### src/rtl/dac_latch_pkg.sv
package dac_latch_pkg;

  typedef enum logic [1:0] {
    LD_WRITE  = 2'b00,
    LD_GROUP  = 2'b01,
    LD_STRB_A = 2'b10,
    LD_STRB_B = 2'b11
  } load_sel_e;

  typedef struct packed {
    load_sel_e load_sel;
    logic      res8;
    logic      just_left;
    logic      twos;
    logic      group;
    logic      enc;
  } chan_cfg_t;

  function automatic chan_cfg_t decode_ctrl(input logic [15:0] w);
    chan_cfg_t c;
    c.enc       = w[0];
    c.group     = w[1];
    c.twos      = w[2];
    c.just_left = w[3];
    c.res8      = w[4];
    c.load_sel  = load_sel_e'(w[11:10]);
    return c;
  endfunction

endpackage

### src/rtl/dac_strobe_sync.sv
module dac_strobe_sync #(
  parameter int STAGES = 2
) (
  input  logic clk,
  input  logic rst_n,
  input  logic async_in,
  output logic rise_o
);

  logic [STAGES-1:0] sync_d, sync_q;
  logic              prev_d, prev_q;

  generate
    if (STAGES > 1) begin : g_chain
      always_comb sync_d = {sync_q[STAGES-2:0], async_in};
    end else begin : g_single
      always_comb sync_d = async_in;
    end
  endgenerate

  always_comb begin
    prev_d = sync_q[STAGES-1];
    rise_o = sync_q[STAGES-1] & ~prev_q;
  end

  always_ff @(posedge clk or negedge rst_n) begin
    if (!rst_n) begin
      sync_q <= '0;
      prev_q <= 1'b0;
    end else begin
      sync_q <= sync_d;
      prev_q <= prev_d;
    end
  end


  single_rise_chk: assert property (@(posedge clk) disable iff (!rst_n)
    rise_o |=> !rise_o);

endmodule

### src/rtl/dac_code_format.sv
module dac_code_format #(
  parameter int CODE_W   = 12,
  parameter int DATA_W   = 16,
  parameter int NARROW_W = 8
) (
  input  logic [DATA_W-1:0] data_i,
  input  logic              res8_i,
  input  logic              twos_i,
  input  logic              left_i,
  output logic [CODE_W-1:0] code_o
);

  localparam int PAD_W = CODE_W - NARROW_W;

  logic [CODE_W-1:0]   wide;
  logic [NARROW_W-1:0] narrow;

  always_comb begin
    wide   = left_i ? data_i[DATA_W-1 -: CODE_W]   : data_i[CODE_W-1:0];
    narrow = left_i ? data_i[DATA_W-1 -: NARROW_W] : data_i[NARROW_W-1:0];
    if (twos_i) begin
      wide[CODE_W-1]     = ~wide[CODE_W-1];
      narrow[NARROW_W-1] = ~narrow[NARROW_W-1];
    end
    code_o = res8_i ? {narrow, {PAD_W{1'b0}}} : wide;
  end

endmodule

### src/rtl/dac_group_track.sv
module dac_group_track #(
  parameter int NCH = 2
) (
  input  logic           clk,
  input  logic           rst_n,
  input  logic           grouped_i,
  input  logic [NCH-1:0] data_we_i,
  output logic           grp_load_o
);

  logic [NCH-1:0] seen_d, seen_q;

  always_comb begin
    grp_load_o = grouped_i & (&seen_q);
    if (!grouped_i) begin
      seen_d = '0;
    end else begin
      seen_d = data_we_i | (seen_q & {NCH{~grp_load_o}});
    end
  end

  always_ff @(posedge clk or negedge rst_n) begin
    if (!rst_n) seen_q <= '0;
    else        seen_q <= seen_d;
  end


  group_clear_chk: assert property (@(posedge clk) disable iff (!rst_n)
    (grp_load_o && !(|data_we_i)) |=> (seen_q == '0));

endmodule

### src/rtl/dac_latch_chan.sv
module dac_latch_chan
  import dac_latch_pkg::*;
#(
  parameter int CODE_W   = 12,
  parameter int DATA_W   = 16,
  parameter int NARROW_W = 8
) (
  input  logic              clk,
  input  logic              rst_n,
  input  logic              ctrl_we_i,
  input  logic              data_we_i,
  input  logic [DATA_W-1:0] wr_data_i,
  input  logic              grouped_i,
  input  logic              grp_load_i,
  input  logic              strb_a_rise_i,
  input  logic              strb_b_rise_i,
  output chan_cfg_t         cfg_o,
  output logic [CODE_W-1:0] code_o
);

  localparam int PAD_W = CODE_W - NARROW_W;

  chan_cfg_t         cfg_d, cfg_q;
  logic [DATA_W-1:0] data_d, data_q;
  logic              wseen_d, wseen_q;
  logic [CODE_W-1:0] latch_d, latch_q;
  logic [CODE_W-1:0] fmt_code;
  logic              load;

  dac_code_format #(
    .CODE_W  (CODE_W),
    .DATA_W  (DATA_W),
    .NARROW_W(NARROW_W)
  ) u_fmt (
    .data_i (data_q),
    .res8_i (cfg_q.res8),
    .twos_i (cfg_q.twos),
    .left_i (cfg_q.just_left),
    .code_o (fmt_code)
  );

  always_comb begin
    unique case (cfg_q.load_sel)
      LD_WRITE:  load = wseen_q;
      LD_GROUP:  load = cfg_q.enc & (grouped_i ? grp_load_i : wseen_q);
      LD_STRB_A: load = cfg_q.enc & strb_a_rise_i;
      LD_STRB_B: load = cfg_q.enc & strb_b_rise_i;
      default:   load = 1'b0;
    endcase
  end

  always_comb begin
    cfg_d   = ctrl_we_i ? decode_ctrl(wr_data_i) : cfg_q;
    data_d  = data_we_i ? wr_data_i : data_q;
    wseen_d = data_we_i;
    latch_d = load ? fmt_code : latch_q;
  end

  always_ff @(posedge clk or negedge rst_n) begin
    if (!rst_n) begin
      cfg_q   <= '0;
      data_q  <= '0;
      wseen_q <= 1'b0;
      latch_q <= '0;
    end else begin
      cfg_q   <= cfg_d;
      data_q  <= data_d;
      wseen_q <= wseen_d;
      latch_q <= latch_d;
    end
  end

  assign cfg_o  = cfg_q;
  assign code_o = latch_q;


  write_load_chk: assert property (@(posedge clk) disable iff (!rst_n)
    (cfg_q.load_sel == LD_WRITE && wseen_q) |=> (latch_q == $past(fmt_code)));


  enc_gate_chk: assert property (@(posedge clk) disable iff (!rst_n)
    (!cfg_q.enc && cfg_q.load_sel != LD_WRITE) |=> $stable(latch_q));


  group_hold_chk: assert property (@(posedge clk) disable iff (!rst_n)
    (grouped_i && cfg_q.load_sel == LD_GROUP && !grp_load_i) |=> $stable(latch_q));


  narrow_pad_chk: assert property (@(posedge clk) disable iff (!rst_n)
    (load && cfg_q.res8) |=> (latch_q[PAD_W-1:0] == '0));

endmodule

### src/rtl/dac_latch_ctrl.sv
module dac_latch_ctrl
  import dac_latch_pkg::*;
#(
  parameter int NCH         = 2,
  parameter int CODE_W      = 12,
  parameter int DATA_W      = 16,
  parameter int NARROW_W    = 8,
  parameter int SYNC_STAGES = 2
) (
  input  logic                    clk,
  input  logic                    rst_n,
  input  logic                    wr_en,
  input  logic [$clog2(NCH):0]    wr_addr,
  input  logic [DATA_W-1:0]       wr_data,
  input  logic                    strobe_a,
  input  logic                    strobe_b,
  output logic [NCH*CODE_W-1:0]   dac_code
);

  localparam int CH_AW = $clog2(NCH);

  logic             rise_a, rise_b;
  logic             grp_load;
  logic             grouped;
  logic [NCH-1:0]   ctrl_we, data_we;
  chan_cfg_t        cfg [NCH];

  dac_strobe_sync #(.STAGES(SYNC_STAGES)) u_sync_a (
    .clk(clk), .rst_n(rst_n), .async_in(strobe_a), .rise_o(rise_a));

  dac_strobe_sync #(.STAGES(SYNC_STAGES)) u_sync_b (
    .clk(clk), .rst_n(rst_n), .async_in(strobe_b), .rise_o(rise_b));

  always_comb grouped = cfg[0].group;

  dac_group_track #(.NCH(NCH)) u_group (
    .clk       (clk),
    .rst_n     (rst_n),
    .grouped_i (grouped),
    .data_we_i (data_we),
    .grp_load_o(grp_load)
  );

  generate
    for (genvar ch = 0; ch < NCH; ch++) begin : g_ch
      always_comb begin
        ctrl_we[ch] = wr_en && (wr_addr[CH_AW:1] == CH_AW'(ch)) && !wr_addr[0];
        data_we[ch] = wr_en && (wr_addr[CH_AW:1] == CH_AW'(ch)) &&  wr_addr[0];
      end

      dac_latch_chan #(
        .CODE_W  (CODE_W),
        .DATA_W  (DATA_W),
        .NARROW_W(NARROW_W)
      ) u_chan (
        .clk          (clk),
        .rst_n        (rst_n),
        .ctrl_we_i    (ctrl_we[ch]),
        .data_we_i    (data_we[ch]),
        .wr_data_i    (wr_data),
        .grouped_i    (grouped),
        .grp_load_i   (grp_load),
        .strb_a_rise_i(rise_a),
        .strb_b_rise_i(rise_b),
        .cfg_o        (cfg[ch]),
        .code_o       (dac_code[ch*CODE_W +: CODE_W])
      );
    end
  endgenerate


  one_target_chk: assert property (@(posedge clk) disable iff (!rst_n)
    $onehot0({ctrl_we, data_we}));

endmodule

### config.mk
export PLATFORM = sky130hd
export DESIGN_NAME = dac_latch_ctrl
export DESIGN_NICKNAME = d
export VERILOG_FILES = /design/src/rtl/dac_latch_pkg.sv /design/src/rtl/dac_strobe_sync.sv /design/src/rtl/dac_code_format.sv /design/src/rtl/dac_group_track.sv /design/src/rtl/dac_latch_chan.sv /design/src/rtl/dac_latch_ctrl.sv
export SDC_FILE = /design/constraint.sdc
export NUM_CORES = 1
export LEC_CHECK = 0
export ABC_AREA = 1
export CAP_MARGIN = 20
export CELL_PAD_IN_SITES_DETAIL_PLACEMENT = 1
export CELL_PAD_IN_SITES_GLOBAL_PLACEMENT = 1
export CORE_MARGIN = 8
export CORE_UTILIZATION = 37
export DETAILED_ROUTE_END_ITERATION = 12
export GPL_TIMING_DRIVEN = 0
export PLACE_DENSITY = 0.81
export SETUP_SLACK_MARGIN = 0.2
export SLEW_MARGIN = 5
export SYNTH_ARGS = -nofsm -noshare
export SYNTH_HDL_FRONTEND = slang
export SYNTH_SLANG_ARGS = --single-unit
export TNS_END_PERCENT = 50
### constraint.sdc
create_clock -name clk -period 1.22 [get_ports clk]
set_clock_uncertainty 0.2 [all_clocks]
set_input_delay 0.244 -clock clk [delete_from_list [all_inputs] [get_ports clk]]
set_output_delay 0.244 -clock clk [all_outputs]
set_load 0.1 [all_outputs]
## Word level (Yosys, flattened, before mapping)

Index checks and enable logic that the tools add are counted.

- Mux-type cells: 15
- Reduce and logical (&&, ||, !) cells: 10
- Bitwise logic cells: 19
- Equal/unequal tests: 6

Operators by type and width:

| cell | count |
|---|---|
| 2-to-1 mux 12 bit | 4 |
| 2-to-1 mux 8 bit | 2 |
| bitwise AND 1 bit | 9 |
| equality test 2 bit (second input constant) | 4 |
| NOT 1 bit | 8 |
| one-hot mux 1 bit (4 select lines) | 2 |
| logical AND 1 bit | 6 |
| 2-to-1 mux 1 bit | 6 |
| equality test 2 x 1 -> 1 bit (second input constant) | 2 |
| logical NOT 2 bit | 2 |
| bitwise AND 2 bit | 1 |
| 2-to-1 mux 2 bit | 1 |
| bitwise OR 2 bit | 1 |
| AND reduction 2 bit | 1 |
| logical NOT 1 bit | 1 |

- Bits in registers: 79
- Input bits: 23
- Logic and storage cells: 72
- Output and inout bits: 24

## Longest topological paths before layout

- Word-level depth: 6
- Gate-level depth with buffers: 10
- Gate-level depth less buffers: 9

## Modules after synthesis

Synthesis repeated with hierarchy kept, for this count alone.

- Cells, all modules: 368
- Area, all modules: 3604.7 sq um

By module, submodules not included:

| module | sequential area each (sq um) | area an instance (sq um) | cells each | instances |
|---|---|---|---|---|
| dac_latch_chan | 900.9 | 1417.6 | 119 | 2 |
| dac_code_format | 0.0 | 236.5 | 50 | 2 |
| dac_strobe_sync | 75.1 | 85.1 | 5 | 2 |
| dac_group_track | 50.0 | 96.3 | 12 | 1 |
| dac_latch_ctrl | 0.0 | 30.0 | 8 | 1 |

## Least setup slack after synthesis

No wires, ideal clock.

- Path type: register -> register
- Start: register g_ch[0].u_chan.code_o[0] (netlist name)
- End: register g_ch[0].u_chan.latch_q[0]
- Clock period less this slack: 1397 ps
- Path slack: -177 ps
- Data required time: 951 ps
- Stages on the path, launching flop included: 3
- Arrival time: 1128 ps
- Cells stage by stage: dfrtp_1 -> nand3_1 -> nand2_1

RTL lines:

| element | line | text |
|---|---|---|
| to (signal assigned) | dac_latch_chan.sv:69 | `latch_q <= latch_d;` |
| to (decl) | dac_latch_chan.sv:26 | `logic [CODE_W-1:0] latch_d, latch_q;` |

## Worst setup path in the final report

- Start: register g_ch[1].u_chan.latch_q[7]
- End: output port dac_code[19]

RTL lines:

| element | line | text |
|---|---|---|
| from (decl) | dac_latch_chan.sv:26 |  |
| from (signal assigned) | dac_latch_chan.sv:69 |  |
| to (decl) | dac_latch_ctrl.sv:17 | `output logic [NCH*CODE_W-1:0] dac_code` |

No word-level cell between the ends.

==> impl_metrics.json <==
{
  "r2r_start": "g_ch[0].u_chan.cfg_o[5]$_DFFE_PN0P_",
  "max-slew-margin-rel_pct": 73.43,
  "grtUsageTotal_pct": 18.06,
  "drtIter0Drc": 151,
  "p_total_mw": 12.47,
  "worstMarginPinSlew_ns": 0.3985,
  "min_period_over_period_pct": 122.7,
  "ys_async_sr_fraction_pct": 100.0,
  "synth_top_area_cell": "dfrtp_1",
  "worstSkewPairLatency_ns": 0.36,
  "drt-pass1-iter-count": 4,
  "yosysWarnings": 0,
  "io_pins": 47,
  "synth-edff-count": 0,
  "hold_violations": 79,
  "antenna_cells": 0,
  "die_width_um": 114,
  "ys.flop_type": "dfrtp_1",
  "final_cells": 638,
  "core_um2": 9284,
  "vias": 3234,
  "finalWorstSetupSlack_ns": -0.2773,
  "die_h_um": 114,
  "path_delay_family": "flip-flops",
  "cts_max_level": 3,
  "worst_path_largest_cell_delay_ns": 0.51,
  "antenna_found_initial": 0,
  "place_area_um2": 4363,
  "arrival_ns": 1.05,
  "grt_pass1_wl_um": 18270,
  "dp_hpwl_um": 7804,
  "grt_max_degree": 53,
  "slowest_stage": "dfrtp_4",
  "worst_setup_path_end_kind": "primary output",
  "layout-drive-gt1-share_pct": 37.13,
  "clockBufferDepth": 2,
  "grt_pass1_vias": 3534,
  "placementRows": 35,
  "wl_um": 11620,
  "cellPowerDensity_nw_per_um2": 2357,
  "tns_ns": -10.47,
  "fmax_mhz": 667.9,
  "synth_common_cells": "169 x nand2_1, 79 x dfrtp_1, 48 x nand3_1",
  "crit_type": "reg -> out",
  "cts_inserted_buffers": 9,
  "maxSlewViolCount": 0,
  "syn_to_final_growth_pct": 48.91,
  "viasPerCell": 5.069,
  "vdd_drop_max_mv": 1.336,
  "final_area_um2": 5291,
  "place_congestion": 0.8620,
  "syn-num-nets": 458,
  "synth.most_common_cell": "nand2_1",
  "cap_violations": 0,
  "synth_area_um2": 3553,
  "final_util_pct": 56.99,
  "start_util_pct": 38.27,
  "synth_cells": 435,
  "rsz0062_at_grt": "yes",
  "synthDominantCellAreaShare_pct": 55.63,
  "reg2reg_slack_ns": -0.23,
  "drc": 0,
  "setup-violations-final": 48,
  "cts_root_buf": "clkbuf_8",
  "ys_top_cells_by_area": "dfrtp_1 56%, nand2_1 18%, nand3_1 6.8%, o21ai_0 5.1%, inv_1 3.7%",
  "violations": "hold timing, setup timing",
  "holdWs_ns": -0.3994,
  "path_cells": "buf_12",
  "cts.reportedPaths.clkPinSlew_ns": 0.09,
  "dp_slack_ns": -0.7794,
  "ant_nets": 0,
  "synth_seq_cells": 79,
  "status": "complete, but fails checks",
  "clkSinkCount": 79,
  "crit_path_max_fanout": 2,
  "nets": 527,
  "cts_tree": "built",
  "grt_overflow": 0,
  "die_area_um2": 13000,
  "period_needed_ns": 1.497,
  "synth_cell_types": 22,
  "synth_area_per_cell_um2": 8.169,
  "dp_cells": 611,
  "leakage_nw": 2.505,
  "cp.required_ns": 0.78,
  "critical_path_buf_inv_count": 1,
  "worstSetupStartpointType": "flop",
  "yosysSeqAreaShare_pct": 55.63,
  "min_path_type": "in -> async",
  "setup.worst_path.start": "g_ch[1].u_chan.code_o[7]$_DFFE_PN0P_",
  "portBuffers": 46,
  "wire_per_inst_um": 18.21
}
## area by class of cell
cell class,count,area (um2)
Fill cell,1053,3993
Sequential cell,79,2064
Multi-Input combinational cell,298,1627
Timing Repair Buffer,58,848.3
Buffer,20,214.0
Clock buffer,13,168.9
Inverter,38,167.7
Tap cell,129,161.4
Clock inverter,3,40.04
## registers in the layout (all words and copies together), names as in the netlist
register and count:
g_ch.u_chan.data_q 32, g_ch.u_chan.code_o 24, g_ch.u_chan.cfg_o 13, g_ch.u_chan.wseen_q 2
u_group.seen_q 2, u_sync_a.sync_q 2, u_sync_b.sync_q 2, u_sync_a.prev_q 1
u_sync_b.prev_q 1
## path summary, 6_finish.rpt
check | to | cells after the start
min in group clk | g_ch[1].u_chan.cfg_o[5]$_DFFE_PN0P_ | 4
max in group asynchronous | g_ch[1].u_chan.code_o[5]$_DFFE_PN0P_ | 2
worst max register to register | g_ch[0].u_chan.code_o[5]$_DFFE_PN0P_ | 8
worst min-delay path | g_ch[0].u_chan.code_o[0]$_DFFE_PN0P_ | 1
worst min register to register | u_sync_a.sync_q[1]$_DFF_PN0_ | 0
worst max-delay path | dac_code[19] | 1
## layout by cell type, fill, tap and decap left out, drive strengths merged, types with 5 or more instances in the layout
master and n:
a21oi 12, buf 57, clkbuf 16, clkdlybuf4s50 18
dfrtp 79, inv 37, nand2 171, nand3 48
nor2 11, o211ai 5, o21ai 46
## routing by layer
layer	global-route usage [%]	part of all wire (%)	vias up
li1	-	-	1527
met3	3.328	3.5	12
met5	0	0	-
met1	21.86	42	1634
met2	30.80	53	61
met4	7.631	1.3	0
## repair_timing
action	4_1_cts	5_1_grt
pin swaps	8	11
cloned	1	2
hold endpoints to repair	27	27
resized for setup	284	83
endpoints found under the setup margin	97	76
setup buffers	5	3
## kinds of logic (layout without fill, tap and decap cells)
| kind of cell | Yosys count | count (layout) | share of synthesized area, % |
|---|---|---|---|
| AO/OA/AOI/OAI | 67 | 67 | 10.56 |
| flip-flops | 79 | 79 | 55.63 |
| buffers and inverters | 58 | 132 | 7.218 |
| AND/OR/NAND/NOR | 231 | 231 | 26.58 |
## power breakdown
group	internal, mW	leakage [nW]	switching, mW
sequential	3.45	0.956	0.688
clock	1.11	0.109	0.976
combinational	2.19	1.44	4.05
Power figures use the tool's default switching activity.
